$ cat src/rtl/mmap_pkg.sv
package mmap_pkg;

    // Memory region picked by the address alone, before the I/O page override.
    typedef enum logic {
        RGN_RAM = 1'b0,
        RGN_ROM = 1'b1
    } region_e;

    // Slot order inside the I/O page; a neighbour decodes this order.
    typedef enum logic [1:0] {
        DEV_TMR = 2'd0,
        DEV_SER = 2'd1,
        DEV_PAR = 2'd2
    } io_dev_e;

    localparam int IO_DEV_CNT = 3;

    // Decode result, active high inside the block.
    typedef struct packed {
        logic ram_cs;
        logic ram_we;
        logic rom_cs;
        logic rom_oe;
        logic tmr_cs;
        logic ser_cs;
        logic par_cs;
        logic rom_hi;
    } sel_t;

    function automatic sel_t sel_idle();
        sel_t s;
        s = '0;
        return s;
    endfunction

endpackage

$ cat src/rtl/mmap_page_match.sv
module mmap_page_match #(
    parameter int ADDR_W  = 16,
    parameter int SW_W    = 3,
    parameter int PAGE_AW = 8
) (
    input  logic [ADDR_W-PAGE_AW-1:0] page_addr,
    input  logic [SW_W-1:0]           page_sw,
    output logic                      hit
);
    localparam int HI_W   = ADDR_W - PAGE_AW;
    localparam int FILL_W = HI_W - SW_W;

    logic sw_eq;
    logic fill_zero;

    assign sw_eq     = (page_addr[HI_W-1 -: SW_W] == page_sw);
    assign fill_zero = (page_addr[FILL_W-1:0] == '0);
    assign hit       = sw_eq && fill_zero;

endmodule

$ cat src/rtl/mmap_mem_region.sv
module mmap_mem_region
    import mmap_pkg::*;
#(
    parameter int               ADDR_W   = 16,
    parameter logic [ADDR_W-1:0] ROM_BASE = 16'hC000
) (
    input  logic [ADDR_W-1:0] addr,
    output region_e           rgn
);
    always_comb begin
        if (addr >= ROM_BASE) rgn = RGN_ROM;
        else                  rgn = RGN_RAM;
    end

endmodule

$ cat src/rtl/mmap_io_slots.sv
module mmap_io_slots #(
    parameter int PAGE_AW = 8,
    parameter int SLOT_AW = 3,
    parameter int N_SLOT  = 3
) (
    input  logic [PAGE_AW-SLOT_AW-1:0] slot_idx,
    output logic [N_SLOT-1:0]          dev_hit
);
    localparam int IDX_W = PAGE_AW - SLOT_AW;

    for (genvar i = 0; i < N_SLOT; i++) begin : g_slot
        assign dev_hit[i] = (slot_idx == IDX_W'(i));
    end

endmodule

$ cat src/rtl/mmap_decoder.sv
module mmap_decoder
    import mmap_pkg::*;
#(
    parameter int               ADDR_W   = 16,
    parameter int               SW_W     = 3,
    parameter int               PAGE_AW  = 8,
    parameter int               SLOT_AW  = 3,
    parameter logic [ADDR_W-1:0] ROM_BASE = 16'hC000
) (
    input  logic              clk,
    input  logic              rst,
    input  logic [ADDR_W-1:0] addr,
    input  logic              bus_valid,
    input  logic              rd_nwr,
    input  logic [SW_W-1:0]   page_sw,
    output logic              ram_cs_n,
    output logic              ram_we_n,
    output logic              rom_cs_n,
    output logic              rom_oe_n,
    output logic              tmr_cs_n,
    output logic              ser_cs_n,
    output logic              par_cs_n,
    output logic              rom_a14
);
    localparam int IDX_W = PAGE_AW - SLOT_AW;

    logic                  page_hit;
    region_e               rgn;
    logic [IO_DEV_CNT-1:0] dev_hit;
    sel_t                  sel_d;
    sel_t                  sel_q;

    mmap_page_match #(
        .ADDR_W (ADDR_W),
        .SW_W   (SW_W),
        .PAGE_AW(PAGE_AW)
    ) u_page (
        .page_addr(addr[ADDR_W-1:PAGE_AW]),
        .page_sw  (page_sw),
        .hit      (page_hit)
    );

    mmap_mem_region #(
        .ADDR_W  (ADDR_W),
        .ROM_BASE(ROM_BASE)
    ) u_region (
        .addr(addr),
        .rgn (rgn)
    );

    mmap_io_slots #(
        .PAGE_AW(PAGE_AW),
        .SLOT_AW(SLOT_AW),
        .N_SLOT (IO_DEV_CNT)
    ) u_slots (
        .slot_idx(addr[PAGE_AW-1:SLOT_AW]),
        .dev_hit (dev_hit)
    );

    // Priority: bus strobe, then I/O page, then memory region.
    always_comb begin
        sel_d = sel_idle();
        if (bus_valid) begin
            if (page_hit) begin
                sel_d.tmr_cs = dev_hit[DEV_TMR];
                sel_d.ser_cs = dev_hit[DEV_SER];
                sel_d.par_cs = dev_hit[DEV_PAR];
            end else if (rgn == RGN_ROM) begin
                sel_d.rom_cs = 1'b1;
                sel_d.rom_oe = rd_nwr;
                sel_d.rom_hi = 1'b1;
            end else begin
                sel_d.ram_cs = 1'b1;
                sel_d.ram_we = !rd_nwr;
            end
        end
    end

    always_ff @(posedge clk) begin
        if (rst) sel_q <= sel_idle();
        else     sel_q <= sel_d;
    end

    assign ram_cs_n = !sel_q.ram_cs;
    assign ram_we_n = !sel_q.ram_we;
    assign rom_cs_n = !sel_q.rom_cs;
    assign rom_oe_n = !sel_q.rom_oe;
    assign tmr_cs_n = !sel_q.tmr_cs;
    assign ser_cs_n = !sel_q.ser_cs;
    assign par_cs_n = !sel_q.par_cs;
    assign rom_a14  = sel_q.rom_hi;

endmodule

$ cat config.mk
export PLATFORM = sky130hd
export DESIGN_NAME = mmap_decoder
export DESIGN_NICKNAME = d
export VERILOG_FILES = /design/src/rtl/mmap_pkg.sv /design/src/rtl/mmap_page_match.sv /design/src/rtl/mmap_mem_region.sv /design/src/rtl/mmap_io_slots.sv /design/src/rtl/mmap_decoder.sv
export SDC_FILE = /design/constraint.sdc
export NUM_CORES = 1
export LEC_CHECK = 0
export ABC_AREA = 0
export BUFFER_PORTS_ARGS = -buffer_cell sky130_fd_sc_hd__buf_2
export CAP_MARGIN = 25
export CORE_AREA = 3 3 40 42
export DETAILED_ROUTE_END_ITERATION = 6
export DIE_AREA = 0 0 43 45
export PLACE_DENSITY_LB_ADDON = 0.15
export SYNTH_ARGS = -nofsm -noshare
export SYNTH_HDL_FRONTEND = slang
export SYNTH_HIERARCHICAL = 1
export SYNTH_SLANG_ARGS = --single-unit
$ cat constraint.sdc
create_clock -name clk -period 1.66 [get_ports clk]
set_input_delay 0 -clock clk [delete_from_list [all_inputs] [get_ports clk]]
set_output_delay 0 -clock clk [all_outputs]
set_load 0.005 [all_outputs]
* Word level (Yosys, flattened, before mapping)
Index checks and enable logic that the tools add are counted.
Word-level totals: bits in read-only memories 0, memories kept 0, output and inout port bits 8, bits of input ports 23, latch bits 0, bits in writable memories 0, register bits after elaboration 8
Operators by class: reduce and logical (&&, ||, !) cells 15, div/mod/pow operators 0, equality and inequality tests 3, $lt $le $gt $ge 1, $add $sub $neg 0, mux-type cells 4, bitwise logic cells 3, $mul 0, shift-type cells 0
Operator list (count):
- $ge 16x16->1 const B | 1
- $logic_not 5->1 | 2
- $logic_not 1->1 | 8
- $reduce_or 4->1 | 2
- $reduce_or 3->1 | 2
- $eq 5x1->1 const B | 1
- $eq 5x2->1 const B | 1
- $mux 2 | 2
- $eq 3x3->1 | 1
- $not 1->1 | 3
- $mux 1 | 2
- $logic_and 1x1->1 | 1

* Depth between registers and ports, before layout
word-level depth 4, gate-level depth with buffers 5, mapped depth without buffers 5

* Modules after synthesis
The synthesis kept the hierarchy.
By module, submodules not included:
- mmap_decoder | seq. area each 140.1 µm², instances 1, cells each 23, area an instance 231.5 µm²
- mmap_page_match | seq. area each 0.0 µm², instances 1, cells each 6, area an instance 48.8 µm²
- mmap_io_slots | seq. area each 0.0 µm², instances 1, cells each 6, area an instance 33.8 µm²
- mmap_mem_region | seq. area each 0.0 µm², instances 1, cells each 1, area an instance 6.3 µm²

* Worst setup path after synthesis
Ideal clock, no wire load.
path type input to register, from input port addr[8], to register sel_q[4] (netlist bit), path slack 435 ps, data required time 1545 ps, buffers on the path 0, cell stages on the path 4, arrival time 1110 ps, path through or4_1 > nor3_2 > and4bb_1 > and2_1
On the way: elaborated cells on any way between the ends 6, classes of those cells order compare (1); mux (1); bitwise (1); reduce/logical (3)
RTL lines:
- start: declaration | line mmap_decoder.sv:12 | input logic [ADDR_W-1:0] addr,
- $logic_not 5->1 | line mmap_page_match.sv:17 | assign fill_zero = (page_addr[FILL_W-1:0] == '0);
- $logic_and 1x1->1 | line mmap_page_match.sv:18 | assign hit = sw_eq && fill_zero;
- via page_hit | line mmap_decoder.sv:27 | logic page_hit;
- $reduce_or 4->1 (no line)
- end signal: assignment | line mmap_decoder.sv:80 | if (rst) sel_q <= sel_idle();
- end signal: assignment | line mmap_decoder.sv:81 | else sel_q <= sel_d;
- end: declaration | line mmap_decoder.sv:31 | sel_t sel_q;
The timed path passes the listed nets, and every way through them passes these cells. A chain may end at the register's enable or synchronous reset.

* Final worst setup path
Ends and elaborated chain as after synthesis.

==> run summary <==
The flow ran to the end, and the final reports show no timing, DRC or antenna violations. The initial antenna violation count came out at 0. In this run the number of H-tree levels came out at 1. The sum of buffers and inverters on the critical path came out at 1. The total clock sinks is 7. The worst setup path is launched from an input port. The ratio of total power to cell area came out at 713.3 nW/um^2.

The net count after synthesis came out at 59. Entering global routing, the biggest net connects 6 pins. Traced cell by cell, the critical path runs through buf_2 > or4_1 > nor3_2 > and4bb_1 > and2_1. The total DRC errors in the routed layout is 0. Row generation in the floorplan step produced 13 rows.

The worst-margin pin slew is 0.2290 ns. The maximum clock rate is 0.9840 GHz. The max-slew violation count was 0. Measured against its own limit, the worst slew margin works out to 0.8459. The area enclosed by the die boundary is 1935 um^2. The initial utilization of the core area, before any placement, comes to 0.2493. The count of hold buffers inserted by post-cts repair is 1. The average routed wire per standard cell came out at 7.583 um. The register with the most flip-flops is sel_q.

The overall routing resource usage is 0.08264. After detailed placement, the design holds a cell count of 79. The total of fill cells in the finished design is 140.

STA classifies the critical path endpoint as a register. In the post-synthesis netlist, the biggest area contributors are dfxtp_1 (44%), inv_1 (9.4%), xnor2_1 (8.2%). The netlist uses 16 different library cells.

In the layout the commonest cells are buf_2 (27), inv_1 (8), dfxtp_1 (7). The delay of the slowest critical-path stage came out at 0.53 ns. The antenna diode count came out at 0. Registers take 140.1 um^2. The buffer count from post-CTS setup fixing is 0. In the final layout, the registers with the most flip-flops are sel_q x7. The total wire length is 637 um. The buffer depth of the longest clock path is 2. The clock transition time at the flip-flop clock pins of the worst setup and hold paths is 0.05 ns.

The count of synthesis-stage warnings from yosys is 6. After synthesis, the mean cell area works out to 8.897 um^2. The portion of the clock cycle consumed by the worst path in the final layout came out at 0.6122. The biggest area contributor in the post-synthesis netlist is dfxtp_1. The starting DRC count in detailed routing came out at 2. Of the cells placed in the final design, the portion with a size suffix greater than 1 is 0.5217.

The leftover overflow at the end of global routing is 0. The number of top-level design ports is 31. Setup violations remaining at the end of the flow were counted as 0.

The post-layout instance count excluding filler cells is 84. The number of gates given a new drive strength after cts is 0. In the routed layout, each cell is associated on average with a via count of 4.012. Of the synthesized area, sequential elements account for 0.4375. The core area is 1285 um^2. The family with the most delay on the worst path is simple AND/OR/NAND/NOR gates.

The global-route wire length before repair is 1138 um. The critical path is of the input port to register type. The die width is 43 um. Of the post-synthesis cell area, the dominant cell type holds 0.4375. For the final routed database, the setup TNS stands at 0 ns. Counting every instance in the synthesized netlist gives 36. The leakage power of the design came out at 0.2476 nW.

The critical path data required time came out at 1.80 ns. The number of buffers added on ports came out at 27. The total clock buffers created by CTS came out at 3. The count of vias placed by the detailed router came out at 337. The die extent in y is 45 um.

The highest ir drop seen on vdd came out at 188.3 uV. The detail route stage leaves a number of antenna-violating nets equal to 0. The CTS tree is yes. The maximum fanout along the worst path came out at 2. The netlist area before placement is 320.3 um^2. The via count of the first global-routing pass was 322. Leaving out fill and tap cells, the most frequent cell in the layout is buf_2. The iteration count of the initial detailed-routing pass came out at 2. The area used by multi-input combinational logic is 150.1 um^2. The tree is rooted in a clkbuf_4. The path class of the tightest hold or removal check is input port to register. The number of hold-slack violations in the final timing report is 0. The flip-flop and latch count after synthesis came out at 7.

The final net count is 93. The final weighted congestion of routability-driven global placement is 0.6044. Setup repair after global routing left no endpoint under its margin. Counting I/O delays and the setup requirement, the final critical path takes 1.016 ns.

From synthesis to final layout, the design area changed by 61.72%. The max-cap check violation count is 0. The flip-flop count of the largest register after layout is 7. The slowest stage of the critical path is the or4_1 cell. STA puts the critical path data arrival time at 1.15 ns.
[layer usage]
metal | wire length (um) | track usage
met5 | 0 | 0
met4 | 0 | 0.1265
met3 | 89 | 0
met2 | 307 | 0.1257
met1 | 241 | 0.08738
[cells by family (layout without fill, tap and decap cells)]
group                  Yosys count  count (layout)  synth area share
flip-flops                       7               7            0.4375
AND/OR/NAND/NOR                 18              18            0.3868
XOR/XNOR                         3               3           0.08205
buffers and inverters            8              41           0.09375
[tightest hold or removal path: cells and delay by family]
family / cells / cell delay (ns)
AND/OR/NAND/NOR: 2 / 0.13
buffers and inverters: 1 / 0.11
[cells in the mapped netlist (all sizes together)]
master	number
and2	2
and3	4
and4bb	1
dfxtp	7
inv	8
nand2b	1
nand3	1
nor2	2
nor2b	1
nor3	3
nor4	1
or4	2
xnor2	3
[final timing paths]
check                     start        to  slack (ns)  depth (start not counted)
worst min-delay path  bus_valid  sel_q[7]        0.04                          3
worst max-delay path    addr[8]  sel_q[4]        0.64                          5
[cell type report]
type	instances	area share
clock buffers	4	0.05072
repair buffers	29	0.2947
well taps	15	0.03623
multi-input cells	21	0.2899
flip-flops and latches	7	0.2705
inverters	8	0.05797
[through the flow]
| step | total power, mW | hold slack [ns] | setup WS, ns | cell area (um^2) | utilization |
|---|---|---|---|---|---|
| final | 0.3695 | 0.03834 | 0.6438 | 518.0 | 0.4031 |
| after global routing | 0.3935 | 0.05295 | 0.5851 | 518.0 | 0.4031 |
| after CTS | 0.3800 | 0.02655 | 0.6470 | 518.0 | 0.4031 |
| after detailed placement | 0.2252 | 0.1871 | 0.3803 | 481.7 | 0.3749 |
| after global placement | 0.2245 | 0.1837 | 0.3896 | 481.7 | 0.3749 |
| after floorplan | 0.1943 | 0.07840 | 0.4352 | 320.3 | - |
[report_power, final]
part	total (mW)	internal (mW)	switching, mW
logic	0.0504	0.0311	0.0193
clock network	0.147	0.0912	0.0553
registers	0.173	0.172	0.000802
total	0.369	0.294	0.0754
(Power assumes the default switching activity.)
